<file path="src/rtl/xcvr_pkg.sv">
package xcvr_pkg;
  // Action taken by a direction's storage stage in a given cycle.
  typedef enum logic [1:0] {
    LM_PASS = 2'd0,  // latch enable high: follow the source
    LM_HOLD = 2'd1,  // latch enable low, no strobe edge
    LM_LOAD = 2'd2   // latch enable low, strobe rising edge
  } lane_mode_e;
endpackage

</file>
<file path="src/rtl/xcvr_sample_pipe.sv">
module xcvr_sample_pipe #(
  parameter int WIDTH  = 8,
  parameter int STAGES = 2
) (
  input  logic             clk,
  input  logic             rst,
  input  logic [WIDTH-1:0] d,
  output logic [WIDTH-1:0] q
);
  logic [WIDTH-1:0] st [STAGES];

  always_ff @(posedge clk) begin
    if (rst) begin
      for (int i = 0; i < STAGES; i++) st[i] <= '0;
    end else begin
      st[0] <= d;
      for (int i = 1; i < STAGES; i++) st[i] <= st[i-1];
    end
  end

  assign q = st[STAGES-1];
endmodule

</file>
<file path="src/rtl/xcvr_lane.sv">
module xcvr_lane
  import xcvr_pkg::*;
#(
  parameter int WIDTH  = 18,
  parameter int STAGES = 2
) (
  input  logic             clk,
  input  logic             rst,
  input  logic [WIDTH-1:0] src,
  input  logic             le,
  input  logic             strobe,
  input  logic             oe_act,
  output logic [WIDTH-1:0] dst,
  output logic [WIDTH-1:0] drive
);
  localparam int PW = WIDTH + 3;

  logic [PW-1:0]    pin, pout;
  logic [WIDTH-1:0] s_data, stored;
  logic             s_le, s_strobe, s_oe, strobe_prev, rise, oe_q;
  lane_mode_e       mode;

  // Data and controls share one pipeline so their relative timing is kept.
  assign pin = {oe_act, strobe, le, src};

  xcvr_sample_pipe #(.WIDTH(PW), .STAGES(STAGES)) u_pipe (
    .clk (clk),
    .rst (rst),
    .d   (pin),
    .q   (pout)
  );

  assign s_data   = pout[WIDTH-1:0];
  assign s_le     = pout[WIDTH];
  assign s_strobe = pout[WIDTH+1];
  assign s_oe     = pout[WIDTH+2];

  always_ff @(posedge clk) begin
    if (rst) strobe_prev <= 1'b0;
    else     strobe_prev <= s_strobe;
  end

  assign rise = s_strobe & ~strobe_prev;

  always_comb begin
    if (s_le)      mode = LM_PASS;
    else if (rise) mode = LM_LOAD;
    else           mode = LM_HOLD;
  end

  always_ff @(posedge clk) begin
    if (rst) begin
      stored <= '0;
      oe_q   <= 1'b0;
    end else begin
      oe_q <= s_oe;
      case (mode)
        LM_PASS, LM_LOAD: stored <= s_data;
        default:          stored <= stored;
      endcase
    end
  end

  assign dst   = stored;
  assign drive = {WIDTH{oe_q}};

  a_r2_pass_follows: assert property (@(posedge clk) disable iff (rst)
    s_le |=> (stored == $past(s_data)));
  a_r3_hold_stable: assert property (@(posedge clk) disable iff (rst)
    (!s_le && !(s_strobe && !strobe_prev)) |=> $stable(stored));
  a_r4_edge_loads: assert property (@(posedge clk) disable iff (rst)
    (!s_le && s_strobe && !strobe_prev) |=> (stored == $past(s_data)));
  a_r8_rise_single: assert property (@(posedge clk) disable iff (rst)
    (s_strobe && !strobe_prev) |=> !(s_strobe && !strobe_prev));
  a_r6_drive_uniform: assert property (@(posedge clk) disable iff (rst)
    (drive == '0) || (drive == '1));
endmodule

</file>
<file path="src/rtl/bus_xcvr_top.sv">
module bus_xcvr_top #(
  parameter int WIDTH       = 18,
  parameter int SYNC_STAGES = 2
) (
  input  logic             clk,
  input  logic             rst,
  input  logic [WIDTH-1:0] a_in,
  input  logic [WIDTH-1:0] b_in,
  input  logic             ab_le,
  input  logic             ab_strobe,
  input  logic             ab_oe,
  input  logic             ba_le,
  input  logic             ba_strobe,
  input  logic             ba_oe_n,
  output logic [WIDTH-1:0] b_out,
  output logic [WIDTH-1:0] b_drive,
  output logic [WIDTH-1:0] a_out,
  output logic [WIDTH-1:0] a_drive,
  output logic             contention
);
  // A to B: enable is active high.
  xcvr_lane #(.WIDTH(WIDTH), .STAGES(SYNC_STAGES)) u_ab (
    .clk    (clk),
    .rst    (rst),
    .src    (a_in),
    .le     (ab_le),
    .strobe (ab_strobe),
    .oe_act (ab_oe),
    .dst    (b_out),
    .drive  (b_drive)
  );

  // B to A: enable is active low, so it is inverted at the lane input.
  xcvr_lane #(.WIDTH(WIDTH), .STAGES(SYNC_STAGES)) u_ba (
    .clk    (clk),
    .rst    (rst),
    .src    (b_in),
    .le     (ba_le),
    .strobe (ba_strobe),
    .oe_act (~ba_oe_n),
    .dst    (a_out),
    .drive  (a_drive)
  );

  assign contention = a_drive[0] & b_drive[0];

  a_r10_contention_both: assert property (@(posedge clk) disable iff (rst)
    contention |-> ((a_drive == '1) && (b_drive == '1)));
  a_r9_reset_released: assert property (@(posedge clk)
    $past(rst) |-> ((a_drive == '0) && (b_drive == '0) && !contention));
endmodule

</file>
<file path="config.mk">
export PLATFORM = sky130hd
export DESIGN_NAME = bus_xcvr_top
export DESIGN_NICKNAME = d
export VERILOG_FILES = /design/src/rtl/xcvr_pkg.sv /design/src/rtl/xcvr_sample_pipe.sv /design/src/rtl/xcvr_lane.sv /design/src/rtl/bus_xcvr_top.sv
export SDC_FILE = /design/constraint.sdc
export NUM_CORES = 1
export LEC_CHECK = 0
export ABC_AREA = 1
export BUFFER_PORTS_ARGS = -buffer_cell sky130_fd_sc_hd__buf_2
export CAP_MARGIN = 30
export CORE_AREA = 2 2 93 95
export DETAILED_ROUTE_END_ITERATION = 10
export DIE_AREA = 0 0 95 97
export PLACE_DENSITY = 0.9
export SLEW_MARGIN = 40
export SYNTH_ARGS = -nofsm -noshare
export SYNTH_HDL_FRONTEND = slang
export SYNTH_SLANG_ARGS = --single-unit
</file>
<file path="constraint.sdc">
create_clock -name clk -period 2.1 [get_ports clk]
set_input_delay 0 -clock clk [delete_from_list [all_inputs] [get_ports clk]]
set_output_delay 0 -clock clk [all_outputs]
set_load 0.01 [all_outputs]
</file>
==> metrics.txt, run 1 <==
# TYPE chip_impl_metric gauge
chip_impl_metric{name="tns",unit="ns"} 0
chip_impl_metric{name="max_freq",unit="MHz"} 744
chip_impl_metric{name="grt_pass1_wl",unit="um"} 16200
chip_impl_metric{name="top_level_ports",unit=""} 117
chip_impl_metric{name="detailedRoute.firstIterationViolations",unit=""} 289
chip_impl_metric{name="fin_crit",unit="ns"} 1.34
chip_impl_metric{name="mappedNetlistNets",unit=""} 593
chip_impl_info{name="worst_path_max_delay_cell",value="sky130_fd_sc_hd__dfxtp_1"} 1
chip_impl_metric{name="grt_pass1_vias",unit=""} 3489
chip_impl_metric{name="postCtsSetupBuffers",unit=""} 0
chip_impl_metric{name="final-max-slew-violation-count",unit=""} 0
chip_impl_metric{name="power_density",unit="nW/um^2"} 1010
chip_impl_metric{name="max_incr_delay_on_cp",unit="ns"} 0.57
chip_impl_metric{name="min_period_over_period",unit="%"} 64.0
chip_impl_metric{name="ant_nets",unit=""} 0
chip_impl_metric{name="fin_nets",unit=""} 712
chip_impl_metric{name="worst_setup_hold_path_clk_slew",unit="ns"} 0.05
chip_impl_metric{name="place_hpwl",unit="um"} 5420
chip_impl_metric{name="finalHoldViolations",unit=""} 0
chip_impl_metric{name="arrival",unit="ns"} 1.34
chip_impl_metric{name="timing_worst_slew_pin_value",unit="ns"} 0.614
chip_impl_info{name="worst_path_cell_chain",value="nand2_1, inv_1, buf_2"} 1
chip_impl_metric{name="antenna_violations_before_repair",unit=""} 0
chip_impl_metric{name="grt_overflow",unit=""} 0
chip_impl_metric{name="relSlewSlack",unit="%"} 59.0
chip_impl_metric{name="post_route_cells_drive_above_1_share",unit="%"} 22.8
chip_impl_metric{name="initial_utilization",unit="%"} 54.7
chip_impl_metric{name="post_drt_wl_per_cell",unit="um"} 12.7
chip_impl_metric{name="finalSetupViolations",unit=""} 0
chip_impl_metric{name="grt_max_degree",unit=""} 54
chip_impl_metric{name="x_dimension_of_the_die",unit="um"} 95
chip_impl_info{name="layout.cells.most_common",value="sky130_fd_sc_hd__inv_1"} 1
chip_impl_metric{name="synth_seq_cells",unit=""} 124
chip_impl_metric{name="cts_max_level",unit=""} 4
chip_impl_metric{name="final_util",unit="%"} 69.9
chip_impl_metric{name="post_dp_cell_area",unit="um^2"} 4700
chip_impl_metric{name="ir_worst_vdd",unit="uV"} 687
chip_impl_info{name="min_path_type",value="in -> reg"} 1
chip_impl_metric{name="finClkSkew",unit="ns"} 0.00676
chip_impl_metric{name="ys_types",unit=""} 13
chip_impl_metric{name="leakagePower",unit="nW"} 3.08
chip_impl_info{name="status",value="complete, no violations"} 1
chip_impl_metric{name="finish.instance_area",unit="um^2"} 5690
chip_impl_metric{name="tritoncts_num_sinks",unit=""} 124
chip_impl_metric{name="postRouteWirelength",unit="um"} 9970
chip_impl_metric{name="clk_path_buf_depth",unit=""} 2
chip_impl_info{name="rsz0062_at_grt",value="false"} 1
chip_impl_metric{name="n_antenna_cell",unit=""} 0
chip_impl_info{name="critPathLaunchType",value="register"} 1
chip_impl_metric{name="fin_total_pwr",unit="mW"} 5.73
chip_impl_metric{name="total_standard_cell_area_after_synthesis",unit="um^2"} 4450
chip_impl_metric{name="track_usage",unit="%"} 22.9
chip_impl_metric{name="gp_routability_congestion",unit=""} 0.740
chip_impl_metric{name="port-buffer-count",unit=""} 116
chip_impl_metric{name="seq_area_frac_synth",unit="%"} 55.8
chip_impl_metric{name="hold_depth",unit=""} 3
chip_impl_metric{name="synth-warning-count",unit=""} 0
chip_impl_metric{name="worst_ep_required_time",unit="ns"} 2.10
chip_impl_metric{name="area_growth_syn_to_layout",unit="%"} 27.7
chip_impl_metric{name="die_area",unit="um^2"} 9220
chip_impl_metric{name="worst-path-stages",unit=""} 3
chip_impl_info{name="most-common-layout-cells",value="sky130_fd_sc_hd__inv_1 (126), sky130_fd_sc_hd__nor2_1 (124), sky130_fd_sc_hd__dfxtp_1 (124), sky130_fd_sc_hd__buf_2 (116), sky130_fd_sc_hd__dlygate4sd3_1 (43)"} 1
chip_impl_info{name="critPathKind",value="reg -> out"} 1
chip_impl_info{name="cts_tree",value="yes"} 1
chip_impl_metric{name="postSynthAreaPerCell",unit="um^2"} 8.11
chip_impl_metric{name="drv.max_cap_violation_count",unit=""} 0
chip_impl_metric{name="cts_repair_resize_count",unit=""} 0
chip_impl_info{name="cts-root-buf",value="sky130_fd_sc_hd__clkbuf_8"} 1
chip_impl_info{name="cp-end-kind",value="primary output"} 1
chip_impl_metric{name="worstPathBufferInverterCount",unit=""} 2
chip_impl_metric{name="via_per_inst",unit=""} 4.63
chip_impl_metric{name="clock_buffers_created_by_tritoncts",unit=""} 17
chip_impl_metric{name="core_area",unit="um^2"} 8130
chip_impl_metric{name="drt_pass1_iterations",unit=""} 5
chip_impl_metric{name="worst_skew_pair.late_latency",unit="ns"} 0.51
chip_impl_metric{name="die_h",unit="um"} 97
chip_impl_metric{name="detailroute.via_count",unit=""} 3629
chip_impl_metric{name="floorplan.rows",unit=""} 33
chip_impl_metric{name="worst-r2r-setup-slack",unit="ns"} 0.86
chip_impl_info{name="crit_family",value="flip-flops"} 1
chip_impl_metric{name="rr_worst_depth",unit=""} 4
chip_impl_metric{name="drt_drc_violations_left",unit=""} 0
chip_impl_metric{name="worst-path-max-fanout",unit=""} 19
chip_impl_metric{name="post_synth_inst_count",unit=""} 549
-- routing by layer --
metal	global-route usage, %	wire [um]	up-vias
li1	-	-	1781
met1	27.8	4130	1632
met2	36.8	4790	187
met3	7.55	777	29
met4	9.59	267	0
met5	0	0	-
-- cell type report --
class	instances	area (um^2)
clock inverter	6	61.3
multi-input combinational	235	1010
sequential	124	2480
timing repair buffer	161	1030
tap	105	131
clock buffer	24	490
fill	558	2450
inverter	129	487
-- path summary, 6_finish.rpt --
| kind | endpoint | startpoint |
|---|---|---|
| max | contention | u_ab.oe_q$_SDFF_PP0_ |
| min | u_ba.u_pipe.st[0][20]$_SDFF_PP0_ | ba_oe_n |
| max reg2reg | u_ab.dst[15]$_SDFFE_PP0P_ | u_ab.u_pipe.st[0][39]$_SDFF_PP0_ |
| min reg2reg | u_ab.u_pipe.st[0][24]$_SDFF_PP0_ | u_ab.u_pipe.st[0][3]$_SDFF_PP0_ |
-- state kept, by name (all words and copies together), names as in the netlist --
name and cells:
u_ba.u_pipe.st 42, u_ab.dst 18, u_ab.oe_q 1, u_ba.strobe_prev 1
u_ba.oe_q 1, u_ba.dst 18, u_ab.u_pipe.st 42, u_ab.strobe_prev 1
-- cell usage after synthesis --
library cell | n | share of area (%)
sky130_fd_sc_hd__nand2_4 | 2 | 0.51
sky130_fd_sc_hd__inv_2 | 2 | 0.17
sky130_fd_sc_hd__nor2_1 | 124 | 10
sky130_fd_sc_hd__buf_4 | 40 | 6.7
sky130_fd_sc_hd__nand3_2 | 4 | 0.90
sky130_fd_sc_hd__inv_1 | 126 | 11
sky130_fd_sc_hd__buf_2 | 10 | 1.1
sky130_fd_sc_hd__nand2_1 | 37 | 3.1
sky130_fd_sc_hd__a21oi_1 | 36 | 4.0
sky130_fd_sc_hd__buf_6 | 11 | 2.8
sky130_fd_sc_hd__inv_4 | 1 | 0.14
sky130_fd_sc_hd__nand3_1 | 32 | 3.6
sky130_fd_sc_hd__dfxtp_1 | 124 | 56
-- cell families (layout without fill, tap and decap cells) --
kind of cell,after synthesis,in the layout,share of synthesized area [%]
AND/OR/NAND/NOR,199,199,18.6
buffers and inverters,190,320,21.6
flip-flops,124,124,55.8
AO/OA/AOI/OAI,36,36,4.05
-- timing repair --
action | CTS | global route
setup endpoints to repair | 0 | 0
hold buffers | 43 | 0
endpoints found under the hold margin | 52 | 0
-- worst min-delay path, delay by kind of cell --
family,cells,cell delay [ns]
buffers and inverters,2,0.61
AND/OR/NAND/NOR,1,0.03
-- power breakdown --
group | switching [mW] | internal [mW] | leakage [nW] | total, mW
Clock | 0.978 | 1.71 | 0.273 | 2.69
Sequential | 0.0578 | 2.48 | 1.02 | 2.54
Combinational | 0.278 | 0.221 | 1.78 | 0.498
Total | 1.31 | 4.41 | 3.08 | 5.73
-- metrics by stage --
| stage | setup WS [ns] | instances | hold WS [ns] |
|---|---|---|---|
| finish | 0.757 | 784 | 0.171 |
| global route | 0.575 | 784 | 0.166 |
| CTS | 0.712 | 784 | 0.156 |
| detailed placement | 0.968 | 711 | 0.155 |
| global placement | 1.04 | 711 | 0.159 |
| floorplan | 1.22 | 549 | 0.0667 |
No activity file was read; power rests on OpenSTA's default activity.
==> inputs of run 2 (changes only) <==
--- a/config.mk
+++ b/config.mk
@@ -5,13 +5,13 @@
 export SDC_FILE = /design/constraint.sdc
 export NUM_CORES = 1
 export LEC_CHECK = 0
-export ABC_AREA = 1
+export ABC_AREA = 0
 export BUFFER_PORTS_ARGS = -buffer_cell sky130_fd_sc_hd__buf_2
 export CAP_MARGIN = 30
-export CORE_AREA = 2 2 93 95
+export CORE_AREA = 2 2 100 102
 export DETAILED_ROUTE_END_ITERATION = 10
-export DIE_AREA = 0 0 95 97
-export PLACE_DENSITY = 0.9
+export DIE_AREA = 0 0 102 104
+export PLACE_DENSITY = 0.81
 export SLEW_MARGIN = 40
 export SYNTH_ARGS = -nofsm -noshare
 export SYNTH_HDL_FRONTEND = slang
==> constraint.sdc (replaced) <==
create_clock -name clk -period 1.17 [get_ports clk]
set_input_delay 0 -clock clk [delete_from_list [all_inputs] [get_ports clk]]
set_output_delay 0 -clock clk [all_outputs]
set_load 0.01 [all_outputs]
==> metrics.txt, run 2 <==
# TYPE chip_impl_metric gauge
chip_impl_info{name="status",value="complete, no violations"} 1
chip_impl_info{name="worstHoldEndpoint",value="u_ab.u_pipe.st[0][6]$_SDFF_PP0_"} 1
chip_impl_metric{name="drv.max_cap_violation_count",unit=""} 0
chip_impl_metric{name="x_dimension_of_the_die",unit="um"} 102
chip_impl_metric{name="gp_routability_congestion",unit=""} 0.674
chip_impl_metric{name="max_freq",unit="MHz"} 865
chip_impl_metric{name="via_per_inst",unit=""} 4.11
chip_impl_metric{name="mappedNetlistNets",unit=""} 426
chip_impl_metric{name="grt_overflow",unit=""} 0
chip_impl_metric{name="clock_buffers_created_by_tritoncts",unit=""} 17
chip_impl_metric{name="yosys.area.top_type_share",unit="%"} 58.4
chip_impl_metric{name="total_standard_cell_area_after_synthesis",unit="um^2"} 4250
chip_impl_metric{name="post_drt_wl_per_cell",unit="um"} 11.9
chip_impl_metric{name="drt_drc_violations_left",unit=""} 0
chip_impl_metric{name="rr_worst_depth",unit=""} 4
chip_impl_metric{name="worstPathBufferInverterCount",unit=""} 1
chip_impl_info{name="rsz0062_at_grt",value="true"} 1
chip_impl_metric{name="top_level_ports",unit=""} 117
chip_impl_info{name="min_path_type",value="in -> reg"} 1
chip_impl_metric{name="relSlewSlack",unit="%"} 79.2
chip_impl_metric{name="synth_edf_count",unit=""} 0
chip_impl_metric{name="area_growth_syn_to_layout",unit="%"} 47.1
chip_impl_metric{name="postRouteWirelength",unit="um"} 8340
chip_impl_info{name="crit_family",value="flip-flops"} 1
chip_impl_metric{name="clk_path_buf_depth",unit=""} 2
chip_impl_info{name="cts-root-buf",value="sky130_fd_sc_hd__clkbuf_8"} 1
chip_impl_metric{name="detailedRoute.firstIterationViolations",unit=""} 42
chip_impl_info{name="postSynth.topFlopCell",value="sky130_fd_sc_hd__dfxtp_1"} 1
chip_impl_metric{name="ir_worst_vdd",unit="uV"} 1010
chip_impl_info{name="hold_path.startpoint",value="a_in[6]"} 1
chip_impl_metric{name="max_incr_delay_on_cp",unit="ns"} 0.36
chip_impl_metric{name="arrival",unit="ns"} 1.16
chip_impl_info{name="cts_tree",value="yes"} 1
chip_impl_metric{name="hold_depth",unit=""} 3
chip_impl_metric{name="grt_pass1_wl",unit="um"} 12800
chip_impl_info{name="critical_path.reg2reg.endpoint",value="u_ba.dst[16]$_SDFFE_PP0P_"} 1
chip_impl_metric{name="track_usage",unit="%"} 15.6
chip_impl_info{name="largestRegisters",value="u_ab.u_pipe.st: 42 flops, u_ba.u_pipe.st: 42 flops"} 1
chip_impl_metric{name="port-buffer-count",unit=""} 116
chip_impl_metric{name="die_h",unit="um"} 104
chip_impl_metric{name="worst_skew_pair.late_latency",unit="ns"} 0.51
chip_impl_info{name="synth_area_leader_cell",value="sky130_fd_sc_hd__dfxtp_1"} 1
chip_impl_metric{name="grt_max_degree",unit=""} 64
chip_impl_info{name="layout.cells.most_common",value="sky130_fd_sc_hd__dfxtp_1"} 1
chip_impl_metric{name="timing_worst_slew_pin_value",unit="ns"} 0.312
chip_impl_info{name="most-common-layout-cells",value="sky130_fd_sc_hd__dfxtp_1 (122), sky130_fd_sc_hd__buf_2 (112), sky130_fd_sc_hd__nor2b_1 (86), sky130_fd_sc_hd__dlygate4sd3_1 (77), sky130_fd_sc_hd__nand2b_1 (72)"} 1
chip_impl_metric{name="drt_pass1_iterations",unit=""} 4
chip_impl_metric{name="tritoncts_num_sinks",unit=""} 124
chip_impl_info{name="critPathLaunchType",value="register"} 1
chip_impl_info{name="leading_cell_type_by_number_of_instances_after_synthesis",value="sky130_fd_sc_hd__dfxtp_1"} 1
chip_impl_metric{name="grt_pass1_vias",unit=""} 2875
chip_impl_metric{name="cts_max_level",unit=""} 4
chip_impl_metric{name="fin_total_pwr",unit="mW"} 10.2
chip_impl_metric{name="fin_nets",unit=""} 596
chip_impl_metric{name="worst_setup_hold_path_clk_slew",unit="ns"} 0.06
chip_impl_metric{name="initial_utilization",unit="%"} 44.5
chip_impl_metric{name="synth-warning-count",unit=""} 0
chip_impl_metric{name="async_flop_share",unit="%"} 0
chip_impl_metric{name="worst_ep_required_time",unit="ns"} 1.17
chip_impl_info{name="worst_path_cell_chain",value="and2_1, buf_2"} 1
chip_impl_info{name="synth_commonest_cells",value="sky130_fd_sc_hd__dfxtp_1 (124), sky130_fd_sc_hd__nor2b_1 (87), sky130_fd_sc_hd__nand2b_1 (72)"} 1
chip_impl_metric{name="placement.setup.worst_slack",unit="ns"} 0.130
chip_impl_info{name="crit-reg2reg-launch",value="u_ba.strobe_prev$_SDFF_PP0_"} 1
chip_impl_metric{name="worst-path-max-fanout",unit=""} 5
chip_impl_metric{name="min_period_over_period",unit="%"} 98.8
chip_impl_info{name="post_synth_main_area_contributors",value="sky130_fd_sc_hd__dfxtp_1 (58%), sky130_fd_sc_hd__nor2b_1 (13%), sky130_fd_sc_hd__nand2b_1 (11%)"} 1
chip_impl_metric{name="seq_area_frac_synth",unit="%"} 58.4
chip_impl_metric{name="floorplan.rows",unit=""} 36
chip_impl_metric{name="post-route-worst-setup-slack",unit="ns"} 0.0139
chip_impl_metric{name="finClkSkew",unit="ns"} 0.00738
chip_impl_metric{name="detailroute.via_count",unit=""} 2871
chip_impl_metric{name="finalSetupViolations",unit=""} 0
chip_impl_metric{name="fin_crit",unit="ns"} 1.16
chip_impl_metric{name="antenna_violations_before_repair",unit=""} 0
chip_impl_metric{name="post_route_cells_drive_above_1_share",unit="%"} 29.6
chip_impl_metric{name="postSynthAreaPerCell",unit="um^2"} 11.1
chip_impl_metric{name="power_density",unit="nW/um^2"} 1640
chip_impl_info{name="critPathKind",value="reg -> out"} 1
chip_impl_metric{name="ant_nets",unit=""} 0
chip_impl_metric{name="leakagePower",unit="nW"} 2.94
chip_impl_metric{name="core_area",unit="um^2"} 9550
chip_impl_metric{name="ys_types",unit=""} 13
chip_impl_metric{name="finalHoldViolations",unit=""} 0
chip_impl_metric{name="final-max-slew-violation-count",unit=""} 0
chip_impl_metric{name="synth_seq_cells",unit=""} 124
chip_impl_metric{name="place_hpwl",unit="um"} 4220
chip_impl_metric{name="post_synth_inst_count",unit=""} 382
chip_impl_info{name="worst_path_max_delay_cell",value="sky130_fd_sc_hd__dfxtp_4"} 1
chip_impl_metric{name="worst-r2r-setup-slack",unit="ns"} 0.12
chip_impl_metric{name="die_area",unit="um^2"} 10600
chip_impl_info{name="cp-end-kind",value="primary output"} 1
chip_impl_metric{name="worst-path-stages",unit=""} 2
chip_impl_metric{name="n_antenna_cell",unit=""} 0
[run 2: cell types whose count changed in the layout (fill, tap and decap cells not counted), moves of 5 or more]
cell and change:
sky130_fd_sc_hd__nand2_1 -37, sky130_fd_sc_hd__a21oi_1 -36, sky130_fd_sc_hd__nand3_1 -32, sky130_fd_sc_hd__dlygate4sd3_1 +34, sky130_fd_sc_hd__nand2b_1 +72, sky130_fd_sc_hd__mux2i_1 +36, sky130_fd_sc_hd__nor2_1 -123, sky130_fd_sc_hd__buf_6 +5
sky130_fd_sc_hd__inv_1 -124, sky130_fd_sc_hd__nor2b_1 +86
[run 2: cell type report]
class	instances	area, um^2
clock inverters	12	139
repair buffers	208	1620
clock buffers	20	445
flip-flops and latches	124	2490
well taps	133	166
fillers	747	3290
multi-input cells	199	1390
inverters	2	7.51
[run 2: through the flow]
stage               cells  util (%)  instance area (um^2)  setup TNS (ns)  hold slack, ns
floorplan             382         -                  4250               0          0.0667
global placement      580      49.4                  4720               0           0.153
detailed placement    580      49.4                  4720               0           0.162
CTS                   693      64.2                  6130      -0.0000944           0.210
global route          698      65.5                  6260          -0.279           0.240
finish                698      65.5                  6260               0           0.234
[run 2: worst max path at each step]
stage | start | to | slack (ns)
finish | u_ba.oe_q$_SDFF_PP0_ | contention | 0.01
global route | u_ab.oe_q$_SDFF_PP0_ | b_drive[3] | -0.03
CTS | u_ba.oe_q$_SDFF_PP0_ | contention | -0.00009
detailed placement | u_ba.strobe_prev$_SDFF_PP0_ | u_ba.dst[16]$_SDFFE_PP0P_ | 0.13
global placement | u_ba.strobe_prev$_SDFF_PP0_ | u_ba.dst[8]$_SDFFE_PP0P_ | 0.22
floorplan | u_ab.strobe_prev$_SDFF_PP0_ | u_ab.dst[0]$_SDFFE_PP0P_ | 0.13
[run 2: repair_timing]
item / CTS / global route
cloned: 0 / 3
hold endpoints to repair: 80 / 0
hold buffers: 77 / 0
endpoints found under the setup margin: 37 / 50
buffers inserted: 4 / 2
resized for setup: 6 / 8
[run 2: layer usage]
metal / global-route usage [%] / up-vias / share of wire (%)
li1: - / 1489 / -
met1: 16.2 / 1303 / 41
met2: 27.3 / 62 / 53
met3: 5.11 / 17 / 3.7
met4: 8.19 / 0 / 2.3
met5: 0 / - / 0
[run 2: cells by family after synthesis]
| group | after synthesis | share of synthesized area (%) |
|---|---|---|
| buffers and inverters | 59 | 9.30 |
| AO/OA/AOI/OAI | 2 | 0.235 |
| AND/OR/NAND/NOR | 161 | 23.6 |
| multiplexers | 36 | 8.47 |
| flip-flops | 124 | 58.4 |
[run 2: power by group]
part / internal [mW] / total [mW] / switching [mW]
clock network: 3.16 / 5.03 / 1.87
logic: 0.489 / 0.773 / 0.284
registers: 4.38 / 4.43 / 0.0480
total: 8.03 / 10.2 / 2.20
[run 2: worst min-delay path, cell delays in order]
cell,delay (ns)
sky130_fd_sc_hd__dlygate4sd3_1,0.51
sky130_fd_sc_hd__buf_2,0.09
sky130_fd_sc_hd__nor2b_1,0.11
==> inputs of run 3 (changes only) <==
--- a/config.mk
+++ b/config.mk
@@ -6,12 +6,12 @@
 export NUM_CORES = 1
 export LEC_CHECK = 0
 export ABC_AREA = 0
-export BUFFER_PORTS_ARGS = -buffer_cell sky130_fd_sc_hd__buf_2
 export CAP_MARGIN = 30
-export CORE_AREA = 2 2 100 102
+export CORE_AREA = 2 2 91 93
 export DETAILED_ROUTE_END_ITERATION = 10
-export DIE_AREA = 0 0 102 104
-export PLACE_DENSITY = 0.81
+export DIE_AREA = 0 0 93 95
+export DONT_BUFFER_PORTS = 1
+export PLACE_DENSITY = 0.8
 export SLEW_MARGIN = 40
 export SYNTH_ARGS = -nofsm -noshare
 export SYNTH_HDL_FRONTEND = slang
==> metrics.txt, run 3 (synthesis results as in run 2) <==
# TYPE chip_impl_metric gauge
chip_impl_metric{name="timing_worst_slew_pin_value",unit="ns"} 0.319
chip_impl_metric{name="fin_nets",unit=""} 476
chip_impl_metric{name="grt_pass1_vias",unit=""} 2492
chip_impl_info{name="rsz0062_at_grt",value="false"} 1
chip_impl_info{name="crit_family",value="buffers and inverters"} 1
chip_impl_metric{name="arrival",unit="ns"} 1.49
chip_impl_info{name="cp-end-kind",value="register"} 1
chip_impl_metric{name="relSlewSlack",unit="%"} 78.7
chip_impl_info{name="critPathLaunchType",value="register"} 1
chip_impl_metric{name="initial_utilization",unit="%"} 53.6
chip_impl_metric{name="worst-r2r-setup-slack",unit="ns"} 0.07
chip_impl_metric{name="finClkSkew",unit="ns"} 0.00615
chip_impl_info{name="crit-reg2reg-launch",value="u_ba.u_pipe.st[0][5]$_SDFF_PP0_"} 1
chip_impl_metric{name="clock_buffers_created_by_tritoncts",unit=""} 17
chip_impl_metric{name="worst-path-max-fanout",unit=""} 1
chip_impl_metric{name="leakagePower",unit="nW"} 2.42
chip_impl_metric{name="gp_routability_congestion",unit=""} 0.663
chip_impl_metric{name="fin_crit",unit="ns"} 1.10
chip_impl_metric{name="x_dimension_of_the_die",unit="um"} 93
chip_impl_metric{name="multi_input_area",unit="um^2"} 1380
chip_impl_metric{name="via_per_inst",unit=""} 4.53
chip_impl_metric{name="seqCellArea",unit="um^2"} 2480
chip_impl_metric{name="postRouteWirelength",unit="um"} 7670
chip_impl_metric{name="combPwrFrac",unit="%"} 5.4
chip_impl_metric{name="worst-path-stages",unit=""} 2
chip_impl_metric{name="floorplan.rows",unit=""} 33
chip_impl_info{name="most-common-layout-cells",value="sky130_fd_sc_hd__dfxtp_1 (122), sky130_fd_sc_hd__nor2b_1 (87), sky130_fd_sc_hd__dlygate4sd3_1 (80), sky130_fd_sc_hd__nand2b_1 (72), sky130_fd_sc_hd__mux2i_1 (36)"} 1
chip_impl_metric{name="tritoncts_num_sinks",unit=""} 124
chip_impl_metric{name="postCtsSetupBuffers",unit=""} 0
chip_impl_metric{name="power.switching",unit="mW"} 2.20
chip_impl_metric{name="seq_power_share",unit="%"} 43.6
chip_impl_metric{name="grt_pass1_wl",unit="um"} 11800
chip_impl_metric{name="final-max-slew-violation-count",unit=""} 0
chip_impl_metric{name="tns",unit="ns"} 0
chip_impl_metric{name="detailroute.via_count",unit=""} 2499
chip_impl_metric{name="worst_skew_pair.late_latency",unit="ns"} 0.50
chip_impl_metric{name="max_incr_delay_on_cp",unit="ns"} 0.57
chip_impl_metric{name="worstPathBufferInverterCount",unit=""} 1
chip_impl_metric{name="grt_max_degree",unit=""} 91
chip_impl_metric{name="top_level_ports",unit=""} 117
chip_impl_info{name="worst_path_cell_chain",value="nor2b_1, dlygate4sd3_1"} 1
chip_impl_info{name="cp-endpoint",value="u_ba.u_pipe.st[0][26]$_SDFF_PP0_"} 1
chip_impl_metric{name="intPower",unit="mW"} 8.02
chip_impl_info{name="min_path_type",value="in -> reg"} 1
chip_impl_info{name="critPathLaunch",value="u_ba.u_pipe.st[0][5]$_SDFF_PP0_"} 1
chip_impl_metric{name="area_growth_syn_to_layout",unit="%"} 30.6
chip_impl_metric{name="drt_drc_violations_left",unit=""} 0
chip_impl_metric{name="worst_setup_hold_path_clk_slew",unit="ns"} 0.06
chip_impl_metric{name="die_area",unit="um^2"} 8840
chip_impl_info{name="cts_tree",value="yes"} 1
chip_impl_metric{name="finalSetupViolations",unit=""} 0
chip_impl_metric{name="drv.max_cap_violation_count",unit=""} 0
chip_impl_info{name="largestRegisters",value="u_ab.u_pipe.st: 42 flops, u_ba.u_pipe.st: 42 flops"} 1
chip_impl_metric{name="holdWs",unit="ns"} 0.127
chip_impl_metric{name="port-buffer-count",unit=""} 0
chip_impl_metric{name="cts_max_level",unit=""} 4
chip_impl_metric{name="power_density",unit="nW/um^2"} 1840
chip_impl_metric{name="core_area",unit="um^2"} 7930
chip_impl_metric{name="ant_nets",unit=""} 0
chip_impl_metric{name="n_fill_cell",unit=""} 570
chip_impl_metric{name="min_period_over_period",unit="%"} 94.3
chip_impl_metric{name="place_hpwl",unit="um"} 3240
chip_impl_info{name="worst_path_max_delay_cell",value="sky130_fd_sc_hd__dlygate4sd3_1"} 1
chip_impl_info{name="layout.cells.most_common",value="sky130_fd_sc_hd__dfxtp_1"} 1
chip_impl_metric{name="grt_overflow",unit=""} 0
chip_impl_metric{name="sw_frac_of_total",unit="%"} 21.5
chip_impl_metric{name="ir_worst_vdd",unit="uV"} 1280
chip_impl_metric{name="rr_worst_depth",unit=""} 2
chip_impl_metric{name="die_h",unit="um"} 95
chip_impl_metric{name="antenna_violations_before_repair",unit=""} 2
chip_impl_metric{name="post_drt_wl_per_cell",unit="um"} 13.9
chip_impl_metric{name="post_route_cells_drive_above_1_share",unit="%"} 9.66
chip_impl_metric{name="drt_pass1_iterations",unit=""} 4
chip_impl_info{name="critical_path.reg2reg.endpoint",value="u_ba.u_pipe.st[0][26]$_SDFF_PP0_"} 1
chip_impl_info{name="critPathKind",value="reg -> reg"} 1
chip_impl_metric{name="track_usage",unit="%"} 17.7
chip_impl_metric{name="power_frac_clock",unit="%"} 51.1
chip_impl_info{name="cts-root-buf",value="sky130_fd_sc_hd__clkbuf_8"} 1
chip_impl_metric{name="finalHoldViolations",unit=""} 0
chip_impl_metric{name="worst_ep_required_time",unit="ns"} 1.55
chip_impl_info{name="status",value="complete, no violations"} 1
chip_impl_metric{name="clk_path_buf_depth",unit=""} 2
chip_impl_metric{name="final_util",unit="%"} 70.1
chip_impl_metric{name="detailedRoute.firstIterationViolations",unit=""} 45
chip_impl_metric{name="max_freq",unit="MHz"} 906
-- run 3: layout make-up --
cell class / instances / area share [%]
flip-flops and latches: 124 / 44.7
clock inverters: 15 / 3.38
diodes: 2 / 0.0901
multi-input cells: 199 / 24.9
well taps: 105 / 2.37
inverters: 2 / 0.135
clock buffers: 17 / 7.46
repair buffers: 88 / 16.9
-- run 3: layer usage --
metal  track usage, %  wire, um  vias to the layer above
li1                 -         -                     1245
met1             19.0      3190                     1177
met2             30.4      3890                       71
met3             8.54       545                        6
met4             6.25        49                        0
met5                0         0                        -
-- run 3: through the flow --
stage,instances,setup WS (ns),total power [mW],area (um^2)
finish,552,0.0664,10.2,5550
global route,551,0.0277,10.6,5550
CTS,548,0.00481,10.3,5530
detailed placement,434,0.124,4.84,4090
global placement,434,0.215,4.82,4090
floorplan,382,0.134,4.89,4250
-- run 3: worst min-delay path by stage --
stage / from / endpoint / slack, ns / depth (start not counted)
6_report: rst / u_ab.u_pipe.st[0][36]$_SDFF_PP0_ / 0.13 / 2
4_1_cts: rst / u_ab.oe_q$_SDFF_PP0_ / 0.09 / 2
5_1_grt: rst / u_ab.u_pipe.st[0][3]$_SDFF_PP0_ / 0.09 / 2
3_5_place_dp: ba_oe_n / u_ba.u_pipe.st[0][20]$_SDFF_PP0_ / 0.07 / 1
3_3_place_gp: ba_oe_n / u_ba.u_pipe.st[0][20]$_SDFF_PP0_ / 0.07 / 1
2_1_floorplan: ba_oe_n / u_ba.u_pipe.st[0][20]$_SDFF_PP0_ / 0.07 / 1
-- run 3: power by group through the flow --
stage	sequential (mW)	clock (mW)	combinational, mW
global route	4.47	5.52	0.595
detailed placement	4.54	0	0.298
floorplan	4.53	0	0.359
global placement	4.54	0	0.289
CTS	4.45	5.29	0.523
finish	4.45	5.22	0.547
-- run 3: what timing repair did --
item	4_1_cts	5_1_grt
hold buffers	82	0
endpoints found under the hold margin	124	0
resized for setup	0	2
endpoints found under the setup margin	0	2
